===== src/rtl/pmcsr_pkg.sv =====
package pmcsr_pkg;

    localparam int REG_W      = 32;
    localparam int LANE_W     = 8;
    localparam int STATUS_BIT = 15;
    localparam int ENABLE_BIT = 8;
    localparam int PS_LSB     = 0;
    localparam int PS_W       = 2;

    typedef enum logic [PS_W-1:0] {
        PS_FULL = 2'b00,
        PS_DEEP = 2'b11
    } pstate_e;

    typedef struct packed {
        logic status;
        logic enable;
    } sticky_t;

    typedef struct packed {
        logic            status_w1c;
        logic            enable_wr;
        logic            enable_val;
        logic            ps_try;
        logic            ps_ok;
        logic [PS_W-1:0] ps_val;
    } wr_ctl_t;

    typedef struct packed {
        logic sticky_clr;
        logic sticky_freeze;
        logic state_rst;
    } rst_ctl_t;

    function automatic logic ps_legal(input logic [PS_W-1:0] v);
        return (v == PS_FULL) || (v == PS_DEEP);
    endfunction

    function automatic logic [REG_W-1:0] pack_word(input sticky_t s, input pstate_e p);
        logic [REG_W-1:0] w;
        w = '0;
        w[STATUS_BIT]           = s.status;
        w[ENABLE_BIT]           = s.enable;
        w[PS_LSB +: PS_W]       = p;
        return w;
    endfunction

endpackage


===== src/rtl/pm_wr_decode.sv =====
module pm_wr_decode
    import pmcsr_pkg::*;
#(
    parameter int DATA_W = REG_W
) (
    input  logic                     wr_en,
    input  logic [DATA_W/LANE_W-1:0] wr_be,
    input  logic [DATA_W-1:0]        wr_data,
    output wr_ctl_t                  ctl
);
    localparam int LANES = DATA_W / LANE_W;

    logic [DATA_W-1:0] lane_mask;
    logic [DATA_W-1:0] masked;

    generate
        for (genvar l = 0; l < LANES; l++) begin : g_lane
            assign lane_mask[l*LANE_W +: LANE_W] = {LANE_W{wr_en & wr_be[l]}};
        end
    endgenerate

    assign masked = wr_data & lane_mask;

    logic unused_masked;
    assign unused_masked = ^{masked[DATA_W-1:STATUS_BIT+1], masked[STATUS_BIT-1:0]};

    always_comb begin
        ctl            = '0;
        ctl.status_w1c = masked[STATUS_BIT];
        ctl.enable_wr  = wr_en & wr_be[ENABLE_BIT/LANE_W];
        ctl.enable_val = wr_data[ENABLE_BIT];
        ctl.ps_try     = wr_en & wr_be[PS_LSB/LANE_W];
        ctl.ps_ok      = ctl.ps_try & ps_legal(wr_data[PS_LSB +: PS_W]);
        ctl.ps_val     = wr_data[PS_LSB +: PS_W];
    end

endmodule


===== src/rtl/pm_sticky_bits.sv =====
module pm_sticky_bits
    import pmcsr_pkg::*;
(
    input  logic     clk,
    input  rst_ctl_t rc,
    input  logic     wake_event,
    input  wr_ctl_t  ctl,
    output sticky_t  q
);
    always_ff @(posedge clk) begin
        if (rc.sticky_clr) begin
            q <= '0;
        end else if (!rc.sticky_freeze) begin
            if (wake_event)
                q.status <= 1'b1;
            else if (ctl.status_w1c)
                q.status <= 1'b0;
            if (ctl.enable_wr)
                q.enable <= ctl.enable_val;
        end
    end

    // an active event sets the status flag
    p_event_sets_r3: assert property (@(posedge clk) disable iff (rc.sticky_clr)
        (wake_event && !rc.sticky_freeze) |=> q.status);

    // clear only takes effect with the source gone
    p_w1c_clears_r4: assert property (@(posedge clk) disable iff (rc.sticky_clr)
        (ctl.status_w1c && !wake_event && !rc.sticky_freeze) |=> !q.status);

    // frozen bits hold through a bus reset on auxiliary power
    p_freeze_holds_r10: assert property (@(posedge clk) disable iff (rc.sticky_clr)
        rc.sticky_freeze |=> $stable(q));

endmodule


===== src/rtl/pm_pstate_ctrl.sv =====
module pm_pstate_ctrl
    import pmcsr_pkg::*;
(
    input  logic     clk,
    input  rst_ctl_t rc,
    input  logic     enable,
    input  wr_ctl_t  ctl,
    output pstate_e  ps,
    output logic     pd_req
);
    always_ff @(posedge clk) begin
        if (rc.state_rst) begin
            ps     <= PS_FULL;
            pd_req <= 1'b0;
        end else begin
            pd_req <= (ps == PS_DEEP) && !enable;
            if (ctl.ps_ok)
                ps <= pstate_e'(ctl.ps_val);
        end
    end

    // unsupported encodings leave the state alone
    p_bad_state_ignored_r7: assert property (@(posedge clk) disable iff (rc.state_rst)
        (ctl.ps_try && !ctl.ps_ok) |=> $stable(ps));

    // request follows deep state without wake enable
    p_pd_rise_r8: assert property (@(posedge clk) disable iff (rc.state_rst)
        ((ps == PS_DEEP) && !enable) |=> pd_req);

    p_pd_fall_r8: assert property (@(posedge clk) disable iff (rc.state_rst)
        (ps == PS_FULL) |=> !pd_req);

endmodule


===== src/rtl/pm_ctrl_status_reg.sv =====
module pm_ctrl_status_reg
    import pmcsr_pkg::*;
(
    input  logic              clk,
    input  logic              por_rst,
    input  logic              bus_rst,
    input  logic              aux_pwr_det,
    input  logic              wake_event,
    input  logic              wr_en,
    input  logic [3:0]        wr_be,
    input  logic [REG_W-1:0]  wr_data,
    output logic [REG_W-1:0]  rd_data,
    output logic              wake_n,
    output logic              phy_pd_req
);
    rst_ctl_t rc;
    wr_ctl_t  ctl;
    sticky_t  sticky_q;
    pstate_e  ps_q;

    always_comb begin
        rc.sticky_clr    = por_rst | (bus_rst & ~aux_pwr_det);
        rc.sticky_freeze = bus_rst & aux_pwr_det & ~por_rst;
        rc.state_rst     = por_rst | bus_rst;
    end

    pm_wr_decode #(.DATA_W(REG_W)) u_dec (
        .wr_en   (wr_en),
        .wr_be   (wr_be),
        .wr_data (wr_data),
        .ctl     (ctl)
    );

    pm_sticky_bits u_sticky (
        .clk        (clk),
        .rc         (rc),
        .wake_event (wake_event),
        .ctl        (ctl),
        .q          (sticky_q)
    );

    pm_pstate_ctrl u_pstate (
        .clk    (clk),
        .rc     (rc),
        .enable (sticky_q.enable),
        .ctl    (ctl),
        .ps     (ps_q),
        .pd_req (phy_pd_req)
    );

    assign rd_data = pack_word(sticky_q, ps_q);
    assign wake_n  = ~(sticky_q.status & sticky_q.enable);

    // the wake pin agrees with the visible flag and enable
    p_wake_pin_r6: assert property (@(posedge clk) disable iff (por_rst)
        (rd_data[STATUS_BIT] && rd_data[ENABLE_BIT]) == !wake_n);

    // unimplemented fields stay zero
    p_zero_fields_r2: assert property (@(posedge clk) disable iff (por_rst)
        (rd_data[REG_W-1:16] == '0) && (rd_data[14:9] == '0) && (rd_data[7:2] == '0));

endmodule


===== config.mk =====
export PLATFORM = sky130hd
export DESIGN_NAME = pm_ctrl_status_reg
export DESIGN_NICKNAME = d
export VERILOG_FILES = /design/src/rtl/pmcsr_pkg.sv /design/src/rtl/pm_wr_decode.sv /design/src/rtl/pm_sticky_bits.sv /design/src/rtl/pm_pstate_ctrl.sv /design/src/rtl/pm_ctrl_status_reg.sv
export SDC_FILE = /design/constraint.sdc
export NUM_CORES = 1
export LEC_CHECK = 0
export ABC_CLOCK_PERIOD_IN_PS = 1000
export BUFFER_PORTS_ARGS = -buffer_cell sky130_fd_sc_hd__buf_4
export CAP_MARGIN = 20
export CORE_AREA = 3 3 47 49
export DETAILED_ROUTE_END_ITERATION = 6
export DIE_AREA = 0 0 50 52
export HOLD_SLACK_MARGIN = 0.02
export PLACE_DENSITY_LB_ADDON = 0.05
export SKIP_CTS_REPAIR_TIMING = 1
export SLEW_MARGIN = 20
export SYNTH_ARGS = -nofsm -noshare
export SYNTH_HDL_FRONTEND = slang
export SYNTH_HIERARCHICAL = 1
export SYNTH_SLANG_ARGS = --single-unit
export TNS_END_PERCENT = 100

===== constraint.sdc =====
create_clock -name clk -period 1 [get_ports clk]
set_input_delay 0.2 -clock clk [delete_from_list [all_inputs] [get_ports clk]]
set_output_delay 0.2 -clock clk [all_outputs]
set_load 0.03 [all_outputs]

==> metrics.csv, run 1 <==
stage;metric;value;unit
finish;finalInstanceArea;573;sq um
cts;cts_sinks;5;
placed_design;hpwl_after_detailed_placement;717;microns
detailed_routing;detail_route.wirelength.met1;293;microns
worst_setup_path;crit-reg2reg-capture;u_sticky/q[0];
detailed_routing;wl_met3;109;microns
finish;layout_cells_sized_above_1;0.338;
placed_design;placed_cell_area;524;sq um
timing;max_freq;1020;MHz
placed_design;place.port_buffers;17;
finish;final-seq-area;105;sq um
timing;slew_viol_final;0;
grt;wire_length_of_the_first_global_routing_pass;1110;microns
worst_setup_path;critical_path_arrival;0.78;ns
yosys;post_synth_main_area_contributors;buf_4 47%, dfxtp_1 20%, mux2i_1 4.1%, nand2b_1 2.5%, nor2b_1 2.5%;
finish;finish.utilization;0.301;
floorplanning;rows;16;
worst_setup_path;crit_path_max_fanout;4;
power_and_ir_drop;pwr-share-seq;0.305;
detailed_routing;dr_wl_met2;419;microns
placed_design;detailedPlace.worstSlack;-0.000307;ns
cts;clock_slew_seen_by_the_registers_of_the_worst_setup_and_hold_paths;0.05;ns
cts;cts.root.buffer_cell;clkbuf_4;
timing;final_period_utilization;0.978;
hold_path;worstHoldPathType;input port to register;
grt;grt_usage;0.0605;
placed_design;gp_congestion;0.554;
detailed_routing;detail_route.first_pass.iterations;3;
worst_setup_path;timing.critical_path.cells;nand2_2 -> buf_6;
power_and_ir_drop;p_total;0.694;mW
worst_setup_path;worstSetupEndpoint;wake_n;
worst_setup_path;setup.worst_path.end_class;output pin;
grt;grt_pass1_vias;295;
yosys;most_repeated_cell_in_the_gate_level_netlist_after_synthesis;buf_4;
yosys;synth_enable_flop_cells;0;
yosys;netlist.top_cell.by_area;buf_4;
grt;grt_antenna_before_repair;0;
timing;setup_viols_final;0;
detailed_routing;wirelength_per_cell;7.75;microns
worst_setup_path;cp-start-kind;register;
power_and_ir_drop;powerDensity;1210;nW/um^2
placed_design;numPlacedInstances;102;
floorplanning;design.core.area;1900;sq um
power_and_ir_drop;switching_power_as_a_share_of_total_power;0.398;
cts;cts_buffers;3;
floorplanning;fp.dieW;50;microns
timing;fin_worst_hold_slack;0.212;ns
detailed_routing;ant_nets;0;
detailed_routing;detail_route.drc_violations;0;
yosys;synth_top_cell_area_share;0.471;
power_and_ir_drop;power.ir.vdd_worst;379;uV
grt;grt_max_degree;5;
detailed_routing;routed.top_layer;met4;
yosys;postSynthRegisterBits;5;
finish;area_growth_syn_to_layout;15.9;%
timing;grt_setup_unrepaired;true;
yosys;post_synth_inst_count;62;
floorplanning;floorplan.die_area;2600;sq um
cts;max_root_sink_buffers;2;
floorplanning;start_util;0.260;
yosys;netlist_top_cells_count;31 x buf_4, 5 x dfxtp_1, 3 x nand2_1, 3 x nor2_1;
worst_setup_path;r2r_slack;0.31;ns
finish;antenna_cells;0;
cts;cts_tree;done;
yosys;async_set_or_reset_register_ratio_after_synthesis;0;
power_and_ir_drop;clock_power_share;0.347;
finish;multi_input_comb_area;258;sq um
power_and_ir_drop;leakage_component_of_the_power;0.302;nW
power_and_ir_drop;net-switching-power;0.277;mW
timing;setup_slack;0.0224;ns
cts;htree_levels;1;
run;maxCapViolCount;0;
power_and_ir_drop;share_of_power_burned_in_combinational_logic;0.349;
finish;finish.cell_count_without_fillers;107;
detailed_routing;drtIter0Drc;5;
yosys;post_synth.cell_area_avg;7.97;sq um
worst_setup_path;max_stage_delay;0.35;ns
detailed_routing;drt-vias-per-instance;3.21;
timing;min_period;0.978;ns
yosys;synthDistinctLibCells;20;
timing;fin_skew;0.00252;ns
worst_setup_path;crit_path_top_delay_cell;dfxtp_4;
worst_setup_path;timing.setup.critical_path_class;register to output pin;
grt;globalRouteOverflowTotal;0;
worst_setup_path;required_time_of_the_critical_path;0.80;ns
yosys;seq_area_frac_synth;0.203;
status;outcome;completed;
yosys;netlist_area;494;sq um
worst_setup_path;critical_path.reg2reg.startpoint;u_sticky/q[0];
detailed_routing;detailroute.via_count;344;
finish;fillerInstances;227;
finish;num-nets-final;123;
yosys;yosysWarningCount;6;
floorplanning;num_io_pins;76;
cts;insertion_delay;0.25;ns
floorplanning;dieHeight;52;microns
worst_setup_path;r2r_cells;3;
yosys;ys_dominant_reg_cell;dfxtp_1;
timing;final-hold-violation-count;0;
power_and_ir_drop;cell_internal_pwr;0.418;mW
detailed_routing;route.final.wire_length;829;microns
worst_setup_path;critPathLaunch;u_sticky/q[0];
timing;timing.setup.tns;0;ns
-- cell usage in the layout (no fill, tap or decap), drive strengths merged, types with 2 or more instances in the layout --
| cell | synthesis | routed |
|---|---|---|
| mux2i | 2 | 2 |
| dfxtp | 5 | 5 |
| and2 | 3 | 3 |
| nand2 | 3 | 3 |
| nor2b | 2 | 2 |
| nor2 | 3 | 3 |
| buf | 31 | 18 |
| clkbuf | 0 | 4 |
| inv | 2 | 2 |
| conb | 1 | 28 |
| nand2b | 2 | 2 |
-- final cells by class --
class / instances / area share
clock buffer: 4 / 0.0459
multi-input combinational: 51 / 0.450
inverter: 2 / 0.0131
tap: 27 / 0.0590
sequential: 5 / 0.183
timing repair buffer: 18 / 0.249
-- critical path: cells and delay by family, from the launching register on --
family	cells	cell delay [ns]
flip-flops	1	0.35
buffers and inverters	1	0.13
AND/OR/NAND/NOR	1	0.05
-- per-layer routing --
metal  track usage  vias up
met5             0        -
met4        0.0691        0
met3        0.0344        2
met2        0.0891       27
met1        0.0547      145
li1              -      170
-- power groups by stage --
stage	registers [mW]	logic [mW]	clock network, mW
2_1_floorplan	0.227	0.265	0
3_3_place_gp	0.216	0.238	0
3_5_place_dp	0.215	0.238	0
4_1_cts	0.212	0.238	0.258
5_1_grt	0.213	0.257	0.268
6_report	0.212	0.242	0.241
-- worst min-delay path by stage --
stage | from | to | slack [ns] | cells past startpoint
5_1_grt | wr_data[0] | u_pstate/ps[0] | 0.23 | 3
6_report | wr_data[1] | u_pstate/ps[1] | 0.21 | 3
3_5_place_dp | u_pstate/ps[1] | u_pstate/pd_req | 0.46 | 2
3_3_place_gp | u_pstate/ps[1] | u_pstate/pd_req | 0.46 | 2
2_1_floorplan | wake_event | u_sticky/q[1] | 0.36 | 2
4_1_cts | wr_data[1] | u_pstate/ps[1] | 0.20 | 3
-- flip-flops by register name, indices dropped and copies added (netlist names) --
register         count
u_sticky/q           2
u_pstate/ps          2
u_pstate/pd_req      1
-- cells by family (layout without fill, tap and decap cells) --
kind of cell	after synthesis	count (layout)	share of synthesized area
buf+inv	33	24	0.486
simple gates	17	17	0.203
flops	5	5	0.203
compound gates	3	3	0.0430
mux	2	2	0.0405
other cells	1	28	0.00759
xor+xnor	1	1	0.0177
No activity file was read; power rests on OpenSTA's default activity.
==> run 2, diff against run 1 <==
--- a/config.mk
+++ b/config.mk
@@ -6,7 +6,7 @@
 export NUM_CORES = 1
 export LEC_CHECK = 0
 export ABC_CLOCK_PERIOD_IN_PS = 1000
-export BUFFER_PORTS_ARGS = -buffer_cell sky130_fd_sc_hd__buf_4
+export BUFFER_PORTS_ARGS = -buffer_cell sky130_fd_sc_hd__buf_2
 export CAP_MARGIN = 20
 export CORE_AREA = 3 3 47 49
 export DETAILED_ROUTE_END_ITERATION = 6
==> metrics.csv, run 2 (synthesized netlist as in run 1, its figures left out) <==
stage;metric;value;unit;change
power_and_ir_drop;powerDensity;1250;nW/um^2;+3.1%
finish;biggestRegsByFlops;u_pstate/ps (2), u_sticky/q (2), u_pstate/pd_req (1);;
placed_design;place.port_buffers;17;;unchanged
run;maxCapViolCount;0;;unchanged
timing;max_freq;1030;MHz;+1.2%
detailed_routing;route.final.wire_length;806;microns;-2.8%
grt;grt_usage;0.0588;;-0.00174
finish;multi_input_comb_area;258;sq um;unchanged
placed_design;gp_congestion;0.549;;-0.99%
detailed_routing;detail_route.drc_violations;0;;unchanged
timing;grt_setup_unrepaired;true;;
worst_setup_path;crit-reg2reg-capture;u_sticky/q[0];;
finish;layout.cells.most_common_list;28 x conb_1, 12 x buf_2, 5 x buf_4;;
cts;cts.root.buffer_cell;clkbuf_4;;
placed_design;hpwl_after_detailed_placement;714;microns;-0.32%
grt;wire_length_of_the_first_global_routing_pass;1090;microns;-1.8%
cts;insertion_delay;0.23;ns;-0.02 ns
timing;min_period;0.966;ns;-0.0112 ns
cts;cts_sinks;5;;unchanged
timing;fin_skew;0.00257;ns;+0.0000509 ns
timing;setup_slack;0.0335;ns;+0.0112 ns
worst_setup_path;critical_path.reg2reg.startpoint;u_sticky/q[0];;
grt;grt_pass1_vias;283;;-4.1%
grt;globalRouteOverflowTotal;0;;unchanged
finish;fillerInstances;212;;-6.6%
detailed_routing;ant_nets;0;;unchanged
finish;area_growth_syn_to_layout;8.61;%;
detailed_routing;drtIter0Drc;2;;-3
floorplanning;start_util;0.260;;unchanged
worst_setup_path;crit_path_max_fanout;4;;unchanged
power_and_ir_drop;leakage_component_of_the_power;0.291;nW;-3.5%
floorplanning;rows;16;;unchanged
cts;cts_buffers;3;;unchanged
detailed_routing;wirelength_per_cell;7.53;microns;-2.8%
floorplanning;design.core.area;1900;sq um;unchanged
timing;slew_viol_final;0;;unchanged
finish;num-nets-final;123;;unchanged
worst_setup_path;r2r_cells;3;;unchanged
worst_setup_path;timing.setup.critical_path_class;register to output pin;;
finish;most_common_library_cell_in_the_layout_ignoring_fill_and_taps;conb_1;;
grt;grt_antenna_before_repair;0;;unchanged
floorplanning;fp.dieW;50;microns;unchanged
worst_setup_path;r2r_slack;0.32;ns;about the same
hold_path;min-delay-start;wake_event;;
placed_design;detailedPlace.worstSlack;-0.00328;ns;-0.00297 ns
timing;final_period_utilization;0.966;;-0.0112
hold_path;worstHoldPathType;input port to register;;
cts;cts_tree;done;;
detailed_routing;detailroute.via_count;341;;-0.87%
status;outcome;completed;;
worst_setup_path;cp-start-kind;register;;
cts;htree_levels;1;;unchanged
floorplanning;dieHeight;52;microns;unchanged
timing;final-hold-violation-count;0;;unchanged
finish;layout_cells_sized_above_1;0.338;;unchanged
power_and_ir_drop;p_total;0.671;mW;-3.4%
floorplanning;floorplan.die_area;2600;sq um;unchanged
hold_path;hold_end;u_sticky/q[1];;
cts;max_root_sink_buffers;2;;unchanged
worst_setup_path;required_time_of_the_critical_path;0.80;ns;about the same
floorplanning;num_io_pins;76;;unchanged
worst_setup_path;setup.worst_path.end_class;output pin;;
power_and_ir_drop;power.ir.vdd_worst;376;uV;-0.75%
worst_setup_path;critical_path_arrival;0.77;ns;about the same
hold_path;worst_hold_path.num_cells;3;;unchanged
cts;clock_slew_seen_by_the_registers_of_the_worst_setup_and_hold_paths;0.04;ns;about the same
grt;grt_max_degree;5;;unchanged
finish;antenna_cells;0;;unchanged
detailed_routing;drt-vias-per-instance;3.19;;-0.87%
timing;setup_viols_final;0;;unchanged
detailed_routing;detail_route.first_pass.iterations;2;;-1
finish;final-seq-area;103;sq um;-2.4%
## run 2: worst max-delay path by stage
stage / from / end / slack (ns) / depth (start not counted)
after CTS: u_sticky/q[0] / wake_n / -0.06 / 2
after global routing: u_sticky/q[0] / wake_n / -0.02 / 2
after floorplan: u_sticky/q[0] / wake_n / 0.007 / 1
after detailed placement: wr_data[1] / u_pstate/ps[0] / -0.003 / 5
final: u_sticky/q[0] / wake_n / 0.03 / 2
after global placement: wr_data[1] / u_pstate/ps[1] / -0.003 / 5
## run 2: critical path: stages, from the launching register on
cell and delay, ns:
dfxtp_2 0.35, nand2_2 0.05, buf_6 0.13
## run 2: cell type report
| class | instances | share of cell area |
|---|---|---|
| multi-input cells | 51 | 0.480 |
| clock buffers | 4 | 0.0490 |
| inverters | 2 | 0.0140 |
| well taps | 27 | 0.0629 |
| repair buffers | 18 | 0.203 |
| flip-flops and latches | 5 | 0.191 |
## run 2: where the power goes
| group | internal, mW | switching [mW] | leakage (nW) |
|---|---|---|---|
| sequential | 0.208 | 0.00611 | 0.0414 |
| combinational | 0.0485 | 0.182 | 0.235 |
| clock | 0.150 | 0.0760 | 0.0150 |
| total | 0.407 | 0.264 | 0.291 |
## run 2: through the flow
| step | cell area, sq um | hold slack [ns] | std cells | setup TNS [ns] | utilization |
|---|---|---|---|---|---|
| after detailed placement | 482 | 0.452 | 102 | -0.00473 | 0.253 |
| after global routing | 537 | 0.242 | 107 | -0.0249 | 0.282 |
| after global placement | 482 | 0.456 | 102 | -0.00569 | 0.253 |
| after CTS | 508 | 0.230 | 106 | -0.121 | 0.267 |
| final | 537 | 0.229 | 107 | 0 | 0.282 |
| after floorplan | 596 | 0.356 | 89 | 0 | - |
## run 2: routing by layer
layer / vias to the layer above / share of wire / track usage
li1: 172 / - / -
met1: 142 / 0.37 / 0.0583
met2: 25 / 0.50 / 0.0891
met3: 2 / 0.11 / 0.0201
met4: 0 / 0.0099 / 0.0691
met5: - / 0 / 0
